[src/rtl/ircs_pkg.sv]
package ircs_pkg;

    // measurement phase of the period meter
    typedef enum logic {
        PH_IDLE  = 1'b0,
        PH_TRACK = 1'b1
    } ircs_phase_e;

    // default build values: 100 MHz clock divided to a 2 MHz tick
    localparam int unsigned IRCS_DEF_TICK_DIV = 50;
    localparam int unsigned IRCS_DEF_CNT_W    = 7;
    localparam int unsigned IRCS_DEF_SYNC     = 2;

endpackage

[src/rtl/ircs_sync.sv]
module ircs_sync #(
    parameter int unsigned STAGES = 2
) (
    input  logic clk,
    input  logic rst_n,
    input  logic din,
    output logic lvl_prev,
    output logic rise
);
    typedef struct packed {
        logic [STAGES-1:0] chain;
        logic              prev;
    } sync_st_t;

    sync_st_t st_q, st_d;
    logic     level;

    always_comb begin
        st_d       = st_q;
        st_d.chain = (st_q.chain << 1) | STAGES'(din);
        st_d.prev  = level;
    end

    always_ff @(posedge clk or negedge rst_n) begin
        if (!rst_n) st_q <= '0;
        else        st_q <= st_d;
    end

    assign level    = st_q.chain[STAGES-1];
    assign lvl_prev = st_q.prev;
    assign rise     = level & ~st_q.prev;

endmodule

[src/rtl/ircs_tick.sv]
module ircs_tick #(
    parameter int unsigned DIV = 50
) (
    input  logic clk,
    input  logic rst_n,
    input  logic clr,
    output logic tick
);
    localparam int unsigned DIV_W = (DIV > 1) ? $clog2(DIV) : 1;

    logic [DIV_W-1:0] cnt_q, cnt_d;

    assign tick = (cnt_q == DIV_W'(DIV - 1));

    always_comb begin
        if (clr || tick) cnt_d = '0;
        else             cnt_d = cnt_q + DIV_W'(1);
    end

    always_ff @(posedge clk or negedge rst_n) begin
        if (!rst_n) cnt_q <= '0;
        else        cnt_q <= cnt_d;
    end

endmodule

[src/rtl/ircs_meter.sv]
module ircs_meter
    import ircs_pkg::*;
#(
    parameter int unsigned CNT_W = 7
) (
    input  logic             clk,
    input  logic             rst_n,
    input  logic             active,
    input  logic             rise,
    input  logic             lvl_prev,
    input  logic             tick,
    output logic             done,
    output logic [CNT_W-1:0] fin_per,
    output logic [CNT_W-1:0] fin_high,
    output logic             fin_ovf
);
    localparam logic [CNT_W-1:0] CNT_MAX = {CNT_W{1'b1}};

    typedef struct packed {
        ircs_phase_e      phase;
        logic [CNT_W-1:0] per;
        logic [CNT_W-1:0] high;
        logic             ovf;
    } meter_st_t;

    meter_st_t st_q, st_d;

    always_comb begin
        // counts as they stand once this cycle's tick is applied
        fin_per  = st_q.per;
        fin_high = st_q.high;
        fin_ovf  = st_q.ovf;
        if (tick) begin
            if (st_q.per == CNT_MAX) fin_ovf = 1'b1;
            else                     fin_per = st_q.per + CNT_W'(1);
            if (lvl_prev && (st_q.high != CNT_MAX))
                fin_high = st_q.high + CNT_W'(1);
        end

        st_d = st_q;
        done = 1'b0;
        if (!active) begin
            st_d = '0;
        end else if (rise) begin
            done       = (st_q.phase == PH_TRACK);
            st_d.phase = PH_TRACK;
            st_d.per   = '0;
            st_d.high  = '0;
            st_d.ovf   = 1'b0;
        end else if (st_q.phase == PH_TRACK) begin
            st_d.per  = fin_per;
            st_d.high = fin_high;
            st_d.ovf  = fin_ovf;
        end
    end

    always_ff @(posedge clk or negedge rst_n) begin
        if (!rst_n) st_q <= '0;
        else        st_q <= st_d;
    end

    // an overflowed run holds the period counter at its ceiling
    a_r6_ovf_pins_max: assert property (@(posedge clk) disable iff (!rst_n)
        st_q.ovf |-> (st_q.per == CNT_MAX));

    // dropping either enable abandons the run on the next cycle
    a_r8_drop_run: assert property (@(posedge clk) disable iff (!rst_n)
        !active |=> (st_q.phase == PH_IDLE));

endmodule

[src/rtl/ircs_carrier_sense.sv]
module ircs_carrier_sense
    import ircs_pkg::*;
#(
    parameter int unsigned TICK_DIV    = IRCS_DEF_TICK_DIV,
    parameter int unsigned CNT_W       = IRCS_DEF_CNT_W,
    parameter int unsigned SYNC_STAGES = IRCS_DEF_SYNC
) (
    input  logic             clk,
    input  logic             rst_n,
    input  logic             ir_raw,
    input  logic             det_en,
    input  logic             demod_en,
    input  logic             rd_clr,
    output logic [CNT_W:0]   period_reg,
    output logic [CNT_W:0]   high_reg
);
    localparam logic [CNT_W-1:0] CNT_MAX = {CNT_W{1'b1}};

    typedef struct packed {
        logic             valid;
        logic [CNT_W-1:0] per;
        logic [CNT_W-1:0] high;
    } result_t;

    logic             active;
    logic             lvl_prev;
    logic             rise;
    logic             tick;
    logic             done;
    logic [CNT_W-1:0] fin_per;
    logic [CNT_W-1:0] fin_high;
    logic             fin_ovf;
    result_t          res_q, res_d;

    assign active = det_en & demod_en;

    ircs_sync #(.STAGES(SYNC_STAGES)) u_sync (
        .clk      (clk),
        .rst_n    (rst_n),
        .din      (ir_raw),
        .lvl_prev (lvl_prev),
        .rise     (rise)
    );

    ircs_tick #(.DIV(TICK_DIV)) u_tick (
        .clk   (clk),
        .rst_n (rst_n),
        .clr   (rise),
        .tick  (tick)
    );

    ircs_meter #(.CNT_W(CNT_W)) u_meter (
        .clk      (clk),
        .rst_n    (rst_n),
        .active   (active),
        .rise     (rise),
        .lvl_prev (lvl_prev),
        .tick     (tick),
        .done     (done),
        .fin_per  (fin_per),
        .fin_high (fin_high),
        .fin_ovf  (fin_ovf)
    );

    always_comb begin
        res_d = res_q;
        if (done) begin
            // a completing measurement takes precedence over a clear
            res_d.per   = fin_ovf ? CNT_MAX : fin_per;
            res_d.high  = fin_high;
            res_d.valid = !fin_ovf && (fin_per != '0);
        end else if (rd_clr) begin
            res_d.valid = 1'b0;
        end
    end

    always_ff @(posedge clk or negedge rst_n) begin
        if (!rst_n) res_q <= '0;
        else        res_q <= res_d;
    end

    assign period_reg = {res_q.valid, res_q.per};
    assign high_reg   = {1'b0, res_q.high};

    // a flagged result never carries a zero period
    a_r5_valid_nonzero: assert property (@(posedge clk) disable iff (!rst_n)
        period_reg[CNT_W] |-> (period_reg[CNT_W-1:0] != '0));

    // high time of a valid cycle cannot exceed its period
    a_r3_high_le_period: assert property (@(posedge clk) disable iff (!rst_n)
        period_reg[CNT_W] |-> (high_reg[CNT_W-1:0] <= period_reg[CNT_W-1:0]));

    // a read strobe drops the flag and keeps the counts
    a_r7_clear_keeps_count: assert property (@(posedge clk) disable iff (!rst_n)
        (rd_clr && !done) |=> (!period_reg[CNT_W]
                               && $stable(period_reg[CNT_W-1:0])
                               && $stable(high_reg)));

    // with the sensor switched off the results are frozen
    a_r8_hold_when_off: assert property (@(posedge clk) disable iff (!rst_n)
        (!active && !rd_clr) |=> ($stable(period_reg) && $stable(high_reg)));

endmodule

[config.mk]
export PLATFORM = sky130hd
export DESIGN_NAME = ircs_carrier_sense
export DESIGN_NICKNAME = d
export VERILOG_FILES = /design/src/rtl/ircs_pkg.sv /design/src/rtl/ircs_sync.sv /design/src/rtl/ircs_tick.sv /design/src/rtl/ircs_meter.sv /design/src/rtl/ircs_carrier_sense.sv
export SDC_FILE = /design/constraint.sdc
export NUM_CORES = 1
export LEC_CHECK = 0
export ABC_AREA = 1
export BUFFER_PORTS_ARGS = -buffer_cell sky130_fd_sc_hd__buf_2
export CORE_ASPECT_RATIO = 1.5
export CORE_MARGIN = 2
export CORE_UTILIZATION = 30
export CTS_CLUSTER_SIZE = 14
export DETAILED_ROUTE_END_ITERATION = 7
export GPL_TIMING_DRIVEN = 1
export PLACE_DENSITY_LB_ADDON = 0.05
export SLEW_MARGIN = 20
export SYNTH_ARGS = -nofsm -noshare
export SYNTH_HDL_FRONTEND = slang
export SYNTH_HIERARCHICAL = 1
export SYNTH_SLANG_ARGS = --single-unit
[constraint.sdc]
create_clock -name clk -period 2.1 [get_ports clk]
set_input_delay 0.105 -clock clk [delete_from_list [all_inputs] [get_ports clk]]
set_output_delay 0.105 -clock clk [all_outputs]
set_load 0.01 [all_outputs]
==> results by group, run 1 <==
Global routing
  • Aggregate global routing overflow: 0
  • Vias in the first global route: 1828
  • Largest net degree at the start of global routing: 28
  • First-pass GRT wire length: about 8.5 mm
  • Initial antenna violation count: 0
  • Overall routing resource usage: approximately 14%

Floorplan
  • Die Y: 106.6 um
  • Core area: 6852 sq um
  • Ports: 22
  • Chip Width: 72.39 um
  • Die area: 7715 sq um
  • Initial Util: 30.72%
  • Row Count: 37

Worst setup path
  • Worst reg2reg path depth: 11
  • Startpoint type of the worst setup path: flip-flop
  • FF-to-FF Start: u_meter/st_q[9]
  • WP data arrival: 2070 ps
  • Worst r2r dst: period_reg[7]
  • Critical Path RT: 2280 ps
  • R2r setup slk: 210 ps
  • CP Class: reg2reg
  • CP Capture Type: flip-flop
  • Crit path from: u_meter/st_q[9]
  • Crit path to: period_reg[7]
  • Max Fanout on Critical Path: 12

Clocking
  • # clock sinks: 40
  • H-tree levels: 2
  • TritonCTS Buffers: 5
  • CTS Buffer Depth: 2
  • CTS clock-pin slew for the worst setup and hold paths: roughly 70 ps
  • Worst-Skew Late Latency: 290 ps
  • Root Buffer: clkbuf_8
  • CTS tree: done

Timing
  • Fmax: 0.5303 GHz
  • Minimum clock period after layout: 1886 ps
  • Setup repair after global routing missed its margin: false
  • Setup skew after layout: 3.637 ps
  • # setup viols final: 0
  • Setup tns final: 0 ps
  • Max-slew violation count: 0
  • Final worst-path cycle share: 89.80%
  • Final hold vios: 0

Detailed routing
  • Drt wl/cell: approximately 13 um
  • Vias per inst: approximately 4.6
  • Drt pass-1 iters: 4
  • DRT Wirelength: roughly 5 mm
  • Via count: ~1.8k
  • DR iter-0 viols: 97
  • Detail Route Antenna Nets: 0
  • Drc violations: 0

Placement
  • Placed Instance Area: 2288 sq um
  • Routability congestion estimate: 0.7757
  • Port Buffers: 20
  • Hpwl dp: between 3 and 4 mm

Flow run
  • Max Cap Viol: 0

Yosys
  • Post-Syn Instances: roughly 270
  • Mean Syn Cell Area: 7.709 sq um
  • Post-Synthesis Net Count: 283
  • Synth Register Bits: 40
  • Count of different cell masters after synthesis: 29
  • Mapped Area: approximately 2100 sq um
  • Yosys Warn Count: 6
  • Sequential area share after synthesis: 47.56%

Layout
  • Most common library cell in the layout ignoring fill and taps: nand2_1
  • Largest register FFs: 16
  • Fill cells: 744
  • Most frequent cells in the layout: 97 x nand2_1, 40 x dfrtp_1, 29 x inv_1, 24 x nand3_1, 20 x buf_2
  • Ant. Diodes: 0
  • # nets final: 310
  • Share of cells above drive strength 1: 17.00%
  • Design Area, Final: 2395 sq um
  • Area grow syn2layout: 13.79%

Power
  • Post-layout total power: 1458 uW
  • Pleak: 0.001274 uW
  • VDD IR max: 0.0002700 V
  • Pwr dens: approximately 600 nW/um^2

Hold path
  • Hold Crit Class: in2reg

Status
  • Status: complete, no violations
[routing by layer]
layer	track usage (%)	vias to the layer above	share of wire, %
li1	-	906	-
met1	15.66	823	43
met2	26.15	18	52
met3	2.350	8	2.0
met4	6.217	0	2.4
met5	0	-	0
[area by class of cell]
type | count | area [sq um] | area share, %
inverter | 34 | 127.6 | 5.329
clock inverter | 1 | 5.005 | 0.2090
timing repair buffer | 27 | 157.7 | 6.583
clock buffer | 6 | 72.57 | 3.030
tap | 78 | 97.59 | 4.075
sequential | 40 | 1001 | 41.80
multi-input combinational | 192 | 933.4 | 38.98
[kinds of logic (layout without fill, tap and decap cells)]
kind of cell	after synthesis	count (layout)	share of synthesized area, %
and+or+nand+nor	166	166	34.78
buffers and inverters	41	68	8.501
DFF	40	40	47.56
AOI/OAI and AO/OA	19	19	5.768
adders and majority gates	4	4	2.378
xor gates and xnor gates	2	2	0.8325
other	1	1	0.1782
[cells in the mapped netlist]
cell type | number | area, sq um
nand2_1 | 97 | 364.1
ha_1 | 4 | 50.05
o21ai_1 | 6 | 30.03
nor2_2 | 5 | 31.28
buf_2 | 2 | 10.01
xnor2_1 | 1 | 8.760
buf_6 | 2 | 22.52
inv_1 | 29 | 108.9
buf_4 | 2 | 15.01
o21ai_0 | 6 | 30.03
inv_2 | 5 | 18.77
o21a_1 | 1 | 7.510
o21bai_4 | 1 | 18.77
nor3_1 | 1 | 5.000
nand4_1 | 10 | 62.56
xor2_1 | 1 | 8.760
conb_1 | 1 | 3.750
buf_1 | 1 | 3.750
o31ai_1 | 1 | 7.510
o22ai_1 | 1 | 6.260
nand3_2 | 2 | 20.02
nand3_1 | 24 | 120.1
nand2_2 | 3 | 18.77
nor2_4 | 1 | 11.26
and2_1 | 5 | 31.28
a21oi_1 | 2 | 10.01
dfrtp_1 | 40 | 1001
o21bai_2 | 1 | 11.26
nor2_1 | 18 | 67.56
[per-stage QoR]
stage / worst slack (ps) / cells / util [%] / hold WS (ps)
global placement: 180.3 / 369 / 33.40 / 38.62
global route: 32.41 / 378 / 34.95 / 56.21
detailed placement: 164.0 / 369 / 33.40 / 36.28
finish: 214.2 / 378 / 34.95 / 39.53
CTS: 149.4 / 378 / 34.82 / 29.06
floorplan: 186.6 / 273 / - / -190.6
[how the worst min path moves through the flow]
| stage | start | end | slack (ps) | cells past startpoint |
|---|---|---|---|---|
| floorplan | rst_n | high_reg[0] | -190 | 0 |
| global placement | rst_n | u_tick/cnt_q[3] | 40 | 1 |
| detailed placement | rst_n | u_tick/cnt_q[3] | 40 | 1 |
| CTS | rd_clr | period_reg[7] | 30 | 4 |
| global route | rd_clr | period_reg[7] | 60 | 4 |
| finish | rd_clr | period_reg[7] | 40 | 4 |
[repair_timing]
item / 4_1_cts / 5_1_grt
setup endpoints to repair: 0 / 2
hold buffers: 2 / 0
gates resized for setup: 0 / 2
setup buffers: 0 / 0
hold endpoints to repair: 14 / 0
[where the power goes]
part	switching (uW)	internal [uW]	total [uW]
Clock	264	226	490
Sequential	41.5	803	845
Combinational	73.5	49.8	123
Total	379	1080	1460
[worst max-delay path, cell delays in order, from the launching register on]
cell and delay [ps]:
dfrtp_1 420, ha_1 250, nand2_1 110, nor2_4 130, nand2_2 170, nand3_1 110, nand2_1 60, and2_1 170
nor2_1 100, nand2_1 60, o21ai_1 140, nand2_1 60
Power figures use the tool's default switching activity.
==> inputs of run 2 (changes only) <==
- BUFFER_PORTS_ARGS: -buffer_cell sky130_fd_sc_hd__buf_2 -> default
- CAP_MARGIN: default -> 0
- DONT_BUFFER_PORTS: default -> 1
==> results by group, run 2 (same netlist as run 1, synthesis figures left out) <==
Clocking
  • CTS clock-pin slew for the worst setup and hold paths: 90 ps (+20 ps)
  • Post-CTS setup buffer count: 0 (unchanged)
  • CTS tree: done
  • TritonCTS Buffers: 5 (unchanged)
  • Root Buffer: clkbuf_8
  • H-tree levels: 2 (unchanged)
  • # clock sinks: 40 (unchanged)
  • CTS Buffer Depth: 2 (unchanged)
  • Worst-Skew Late Latency: 300 ps (about the same)

Floorplan
  • Initial Util: 30.72% (unchanged)
  • Row Count: 37 (unchanged)
  • Die Y: 106.6 um (unchanged)
  • Core area: 6852 sq um (unchanged)
  • Chip Width: 72.39 um (unchanged)
  • Ports: 22 (unchanged)
  • Die area: 7715 sq um (unchanged)

Timing
  • # setup viols final: 0 (unchanged)
  • Setup repair after global routing missed its margin: false
  • Worst hold slack: 58.66 ps (+19.13 ps)
  • Max-slew violation count: 0 (unchanged)
  • Minimum clock period after layout: 1872 ps (-13.90 ps)
  • Final hold vios: 0 (unchanged)
  • Final worst-path cycle share: 89.14% (-0.66 points)
  • Fmax: 0.5342 GHz (+0.74%)
  • Setup skew after layout: 9.845 ps (+6.208 ps)
  • Setup tns final: 0 ps (unchanged)

Power
  • Pint: 1206 uW (+12%)
  • Sw power: 404.1 uW (+6.7%)
  • VDD IR max: 0.0001922 V (-29%)
  • Clock Power Share: 39.9% (+6.3 points)
  • Part of the total power dissipated in sequential elements: 52.7% (-5.2 points)
  • Pwr dens: 682.4 nW/um^2 (+12%)
  • Comb pwr share: 7.5% (-1.0 points)
  • Pleak: 0.001198 uW (-6.0%)
  • Switching share of power: 25.09% (-0.88 points)

Global routing
  • Overall routing resource usage: 14.47% (+0.24 points)
  • Aggregate global routing overflow: 0 (unchanged)
  • First-pass GRT wire length: 8.542 mm (+0.73%)
  • Vias in the first global route: 1735 (-5.1%)
  • Largest net degree at the start of global routing: 41 (+46%)
  • Initial antenna violation count: 0 (unchanged)

Layout
  • Largest register FFs: 16 (unchanged)
  • # nets final: 291 (-6.1%)
  • Area grow syn2layout: 12.13%
  • Share of cells above drive strength 1: 11.70% (-5.3 points)
  • Most frequent cells in the layout: 97 x nand2_1, 40 x dfrtp_1, 29 x inv_1, 24 x nand3_1, 18 x nor2_1
  • Ant. Diodes: 0 (unchanged)
  • Fill cells: 752 (+1.1%)
  • Most common library cell in the layout ignoring fill and taps: nand2_1

Detailed routing
  • Drt wl/cell: 13.46 um (+3.9%)
  • Drt pass-1 iters: 4 (unchanged)
  • Vias per inst: 4.689 (+0.99%)
  • DR iter-0 viols: 75 (-23%)
  • Via count: 1688 (-3.8%)
  • Detail Route Antenna Nets: 0 (unchanged)
  • DRT Wirelength: 4.847 mm (-1.1%)
  • Drc violations: 0 (unchanged)

Status
  • Status: complete, no violations

Worst setup path
  • WP data arrival: 2060 ps (about the same)
  • Startpoint type of the worst setup path: flip-flop
  • Critical Path RT: 2290 ps (about the same)
  • Max Fanout on Critical Path: 13 (+1)
  • CP Class: reg2reg
  • R2r setup slk: 230 ps (about the same)
  • CP Capture Type: flip-flop

Placement
  • Routability congestion estimate: 0.7655 (-1.3%)
  • Port Buffers: 0 (-100%)
  • Hpwl dp: 3.436 mm (-3.1%)

Flow run
  • Max Cap Viol: 0 (unchanged)

Hold path
  • Hold Crit Class: in2reg
==> run 2: cell count changes in the layout (fill, tap and decap cells not counted), sizes merged <==
cell | before | now
buf | 25 | 5
bufinv | 0 | 1
dlygate4sd3 | 2 | 3
==> run 2: metrics by stage <==
| stage | worst slack (ps) | cell area, sq um | util [%] | std cells | total power [uW] |
|---|---|---|---|---|---|
| 2_1_floorplan | 186.6 | 2105 | - | 273 | 933.9 |
| 3_3_place_gp | 218.6 | 2186 | 31.90 | 348 | 960.2 |
| 3_5_place_dp | 195.0 | 2186 | 31.90 | 348 | 960.1 |
| 4_1_cts | 173.6 | 2351 | 34.31 | 360 | 1647 |
| 5_1_grt | 14.74 | 2360 | 34.44 | 360 | 1697 |
| 6_report | 228.1 | 2360 | 34.44 | 360 | 1610 |
==> run 2: final timing paths <==
kind | from | endpoint | cells after the start
min in group asynchronous | rst_n | u_meter/st_q[9] | 2
hold reg to reg | u_sync/st_q[1] | u_sync/level | 0
setup / recovery | u_tick/cnt_q[0] | period_reg[7] | 10
hold / removal | demod_en | u_meter/st_q[15] | 4
setup reg to reg | u_tick/cnt_q[0] | period_reg[7] | 10
max in group asynchronous | rst_n | u_meter/st_q[8] | 2
==> run 2: area by class of cell <==
class / instances / area (sq um) / share of cell area [%]
flip-flops and latches: 40 / 1001 / 42.42
multi-input cells: 192 / 938.4 / 39.77
inverters: 34 / 127.6 / 5.408
well taps: 78 / 97.59 / 4.136
repair buffers: 8 / 87.58 / 3.712
clock buffers: 6 / 72.57 / 3.075
clock inverters: 2 / 35.03 / 1.485
==> run 2: critical path: stages, from the launching register on <==
cell and delay (ps):
dfrtp_1 440, ha_1 190, nand3_2 100, nor2_1 130
buf_4 210, nand4_1 130, and2_1 220, nor2_1 100
nand2_1 50, o21ai_1 130, nand2_1 70
==> run 2: metal layers <==
| metal | track usage, % | vias up | part of all wire (%) |
|---|---|---|---|
| met5 | 0 | - | 0 |
| met4 | 5.556 | 0 | 1.8 |
| met3 | 2.350 | 5 | 1.4 |
| met2 | 25.36 | 12 | 53 |
| met1 | 17.44 | 805 | 43 |
| li1 | - | 866 | - |
==> run 2: power by group through the flow <==
stage / combinational [uW] / sequential (uW) / clock (uW)
after global routing: 142 / 856 / 698
final: 120 / 848 / 642
after CTS: 124 / 849 / 674
after global placement: 96.2 / 864 / 0
after floorplan: 80.2 / 854 / 0
after detailed placement: 95.2 / 865 / 0
==> run 2: what timing repair did <==
| action | CTS | global route |
|---|---|---|
| endpoints found under the hold margin | 42 | 0 |
| hold buffers | 4 | 0 |
| setup endpoints to repair | 0 | 4 |
| resized for setup | 0 | 2 |
==> inputs of run 3 (changes only) <==
- CORE_UTILIZATION: 30 -> 55
==> results by group, run 3 (same netlist as run 1, synthesis figures left out) <==
Timing
  • Setup skew after layout: 7.140 ps (-2.705 ps)
  • Fmax: 0.5244 GHz (-1.8%)
  • Final hold vios: 0 (unchanged)
  • Setup ws final: 193.2 ps (-34.88 ps)
  • Max-slew violation count: 0 (unchanged)
  • Final worst-path cycle share: 90.80% (+1.7 points)
  • # setup viols final: 0 (unchanged)
  • Worst hold slack: 49.33 ps (-9.328 ps)
  • Minimum clock period after layout: 1907 ps (+34.88 ps)

Floorplan
  • Ports: 22 (unchanged)
  • Chip Width: 54.51 um (-25%)
  • Row Count: 27 (-27%)
  • Die Y: 79.76 um (-25%)
  • Initial Util: 57.15% (+26 points)
  • Die area: 4347 sq um (-44%)
  • Core area: 3682 sq um (-46%)

Global routing
  • First-pass GRT wire length: 7.293 mm (-15%)
  • Largest net degree at the start of global routing: 41 (unchanged)
  • Overall routing resource usage: 23.03% (+8.6 points)
  • Aggregate global routing overflow: 0 (unchanged)
  • Vias in the first global route: 1625 (-6.3%)
  • Initial antenna violation count: 0 (unchanged)

Placement
  • Port Buffers: 0 (unchanged)
  • Placement-stage worst setup slack: 232.8 ps (+37.81 ps)
  • Hpwl dp: 3.081 mm (-10%)
  • Routability congestion estimate: 0.8716 (+14%)

Worst setup path
  • Startpoint type of the worst setup path: flip-flop
  • CP Class: reg2reg
  • CP Capture Type: flip-flop
  • Max Fanout on Critical Path: 13 (unchanged)
  • Critical Path RT: 2270 ps (-20 ps)
  • WP data arrival: 2080 ps (+20 ps)

Detailed routing
  • Detail Route Antenna Nets: 0 (unchanged)
  • Via count: 1679 (-0.53%)
  • DR iter-0 viols: 21 (-72%)
  • Vias per inst: 5.150 (+9.8%)
  • DRT Wirelength: 4.180 mm (-14%)
  • Drc violations: 0 (unchanged)
  • Drt wl/cell: 12.82 um (-4.8%)
  • Drt pass-1 iters: 4 (unchanged)

Layout
  • FF+latch area: 1001 sq um (unchanged)
  • Area of the multi-input gates: 930.9 sq um (-0.80%)
  • Most frequent cells in the layout: 97 x nand2_1, 40 x dfrtp_1, 29 x inv_1, 24 x nand3_1, 18 x nor2_1
  • Largest register FFs: 16 (unchanged)
  • Fill cells: 337 (-55%)
  • # nets final: 292 (+0.34%)
  • Ant. Diodes: 0 (unchanged)
  • Share of cells above drive strength 1: 12.01% (+0.31 points)
  • Area grow syn2layout: 9.751%
  • Most common library cell in the layout ignoring fill and taps: nand2_1

Clocking
  • TritonCTS Buffers: 5 (unchanged)
  • CTS tree: done
  • CTS clock-pin slew for the worst setup and hold paths: 80 ps (about the same)
  • # clock sinks: 40 (unchanged)
  • Post-CTS setup buffer count: 0 (unchanged)
  • H-tree levels: 2 (unchanged)
  • Worst-Skew Late Latency: 290 ps (about the same)
  • Root Buffer: clkbuf_8
  • CTS Buffer Depth: 2 (unchanged)

Status
  • Status: complete, no violations

Power
  • Pleak: 0.001194 uW (-0.32%)
  • Pwr dens: 645.9 nW/um^2 (-5.4%)
  • VDD IR max: 0.0004910 V (+160%)

Flow run
  • Max Cap Viol: 0 (unchanged)

Hold path
  • Hold Crit Class: in2reg
## run 3: final cells by class
class / instances / area share [%]
Sequential cell: 40 / 43.34
Clock inverter: 2 / 0.4334
Inverter: 34 / 5.525
Multi-Input combinational cell: 192 / 40.30
Tap cell: 43 / 2.329
Clock buffer: 6 / 3.575
Timing Repair Buffer: 9 / 4.496
## run 3: worst max-delay path, stage by stage, from the launching register on
cell and delay [ps]:
dfrtp_1 420, inv_1 80, ha_1 150, nand3_2 100, nor2_1 190, buf_6 180
nand4_1 110, and2_1 210, nor2_1 90, nand2_1 50, o21ai_1 130, nand2_1 70
## run 3: metrics by stage
stage | std cells | setup TNS (ps) | total power, uW | utilization [%] | instance area [sq um]
4_1_cts | 326 | 0 | 1507 | 62.45 | 2300
5_1_grt | 326 | -17.03 | 1558 | 62.73 | 2310
3_5_place_dp | 314 | 0 | 958.0 | 58.58 | 2157
2_1_floorplan | 273 | 0 | 933.9 | - | 2105
3_3_place_gp | 314 | 0 | 954.3 | 58.58 | 2157
6_report | 326 | 0 | 1492 | 62.73 | 2310
## run 3: per-layer routing
layer	up-vias	routed length (um)	track usage (%)
li1	876	-	-
met1	777	1811	28.13
met2	19	2227	38.55
met3	7	68	4.120
met4	0	73	9.500
met5	-	0	0
## run 3: path summary, 6_finish.rpt
kind / slack, ps / to / cells after the start / start
max: 190 / period_reg[7] / 11 / u_tick/cnt_q[1]
min: 50 / u_meter/st_q[15] / 4 / demod_en
max reg2reg: 190 / period_reg[7] / 11 / u_tick/cnt_q[1]
min reg2reg: 360 / u_sync/level / 0 / u_sync/st_q[1]
max in group asynchronous: 1630 / u_meter/st_q[1] / 2 / rst_n
min in group asynchronous: 270 / u_tick/cnt_q[3] / 2 / rst_n
## run 3: power by group
| group | internal [uW] | switching (uW) | leakage (uW) | total (uW) |
|---|---|---|---|---|
| logic | 48.4 | 69.2 | 0.000598 | 118 |
| clock network | 262 | 263 | 0.0000510 | 526 |
| registers | 803 | 45.2 | 0.000545 | 849 |
| total | 1110 | 378 | 0.00119 | 1490 |
## run 3: repair_timing
action / 4_1_cts / 5_1_grt
setup endpoints to repair: 0 / 1
gates resized for setup: 0 / 3
hold buffers: 4 / 0
endpoints found under the hold margin: 42 / 0
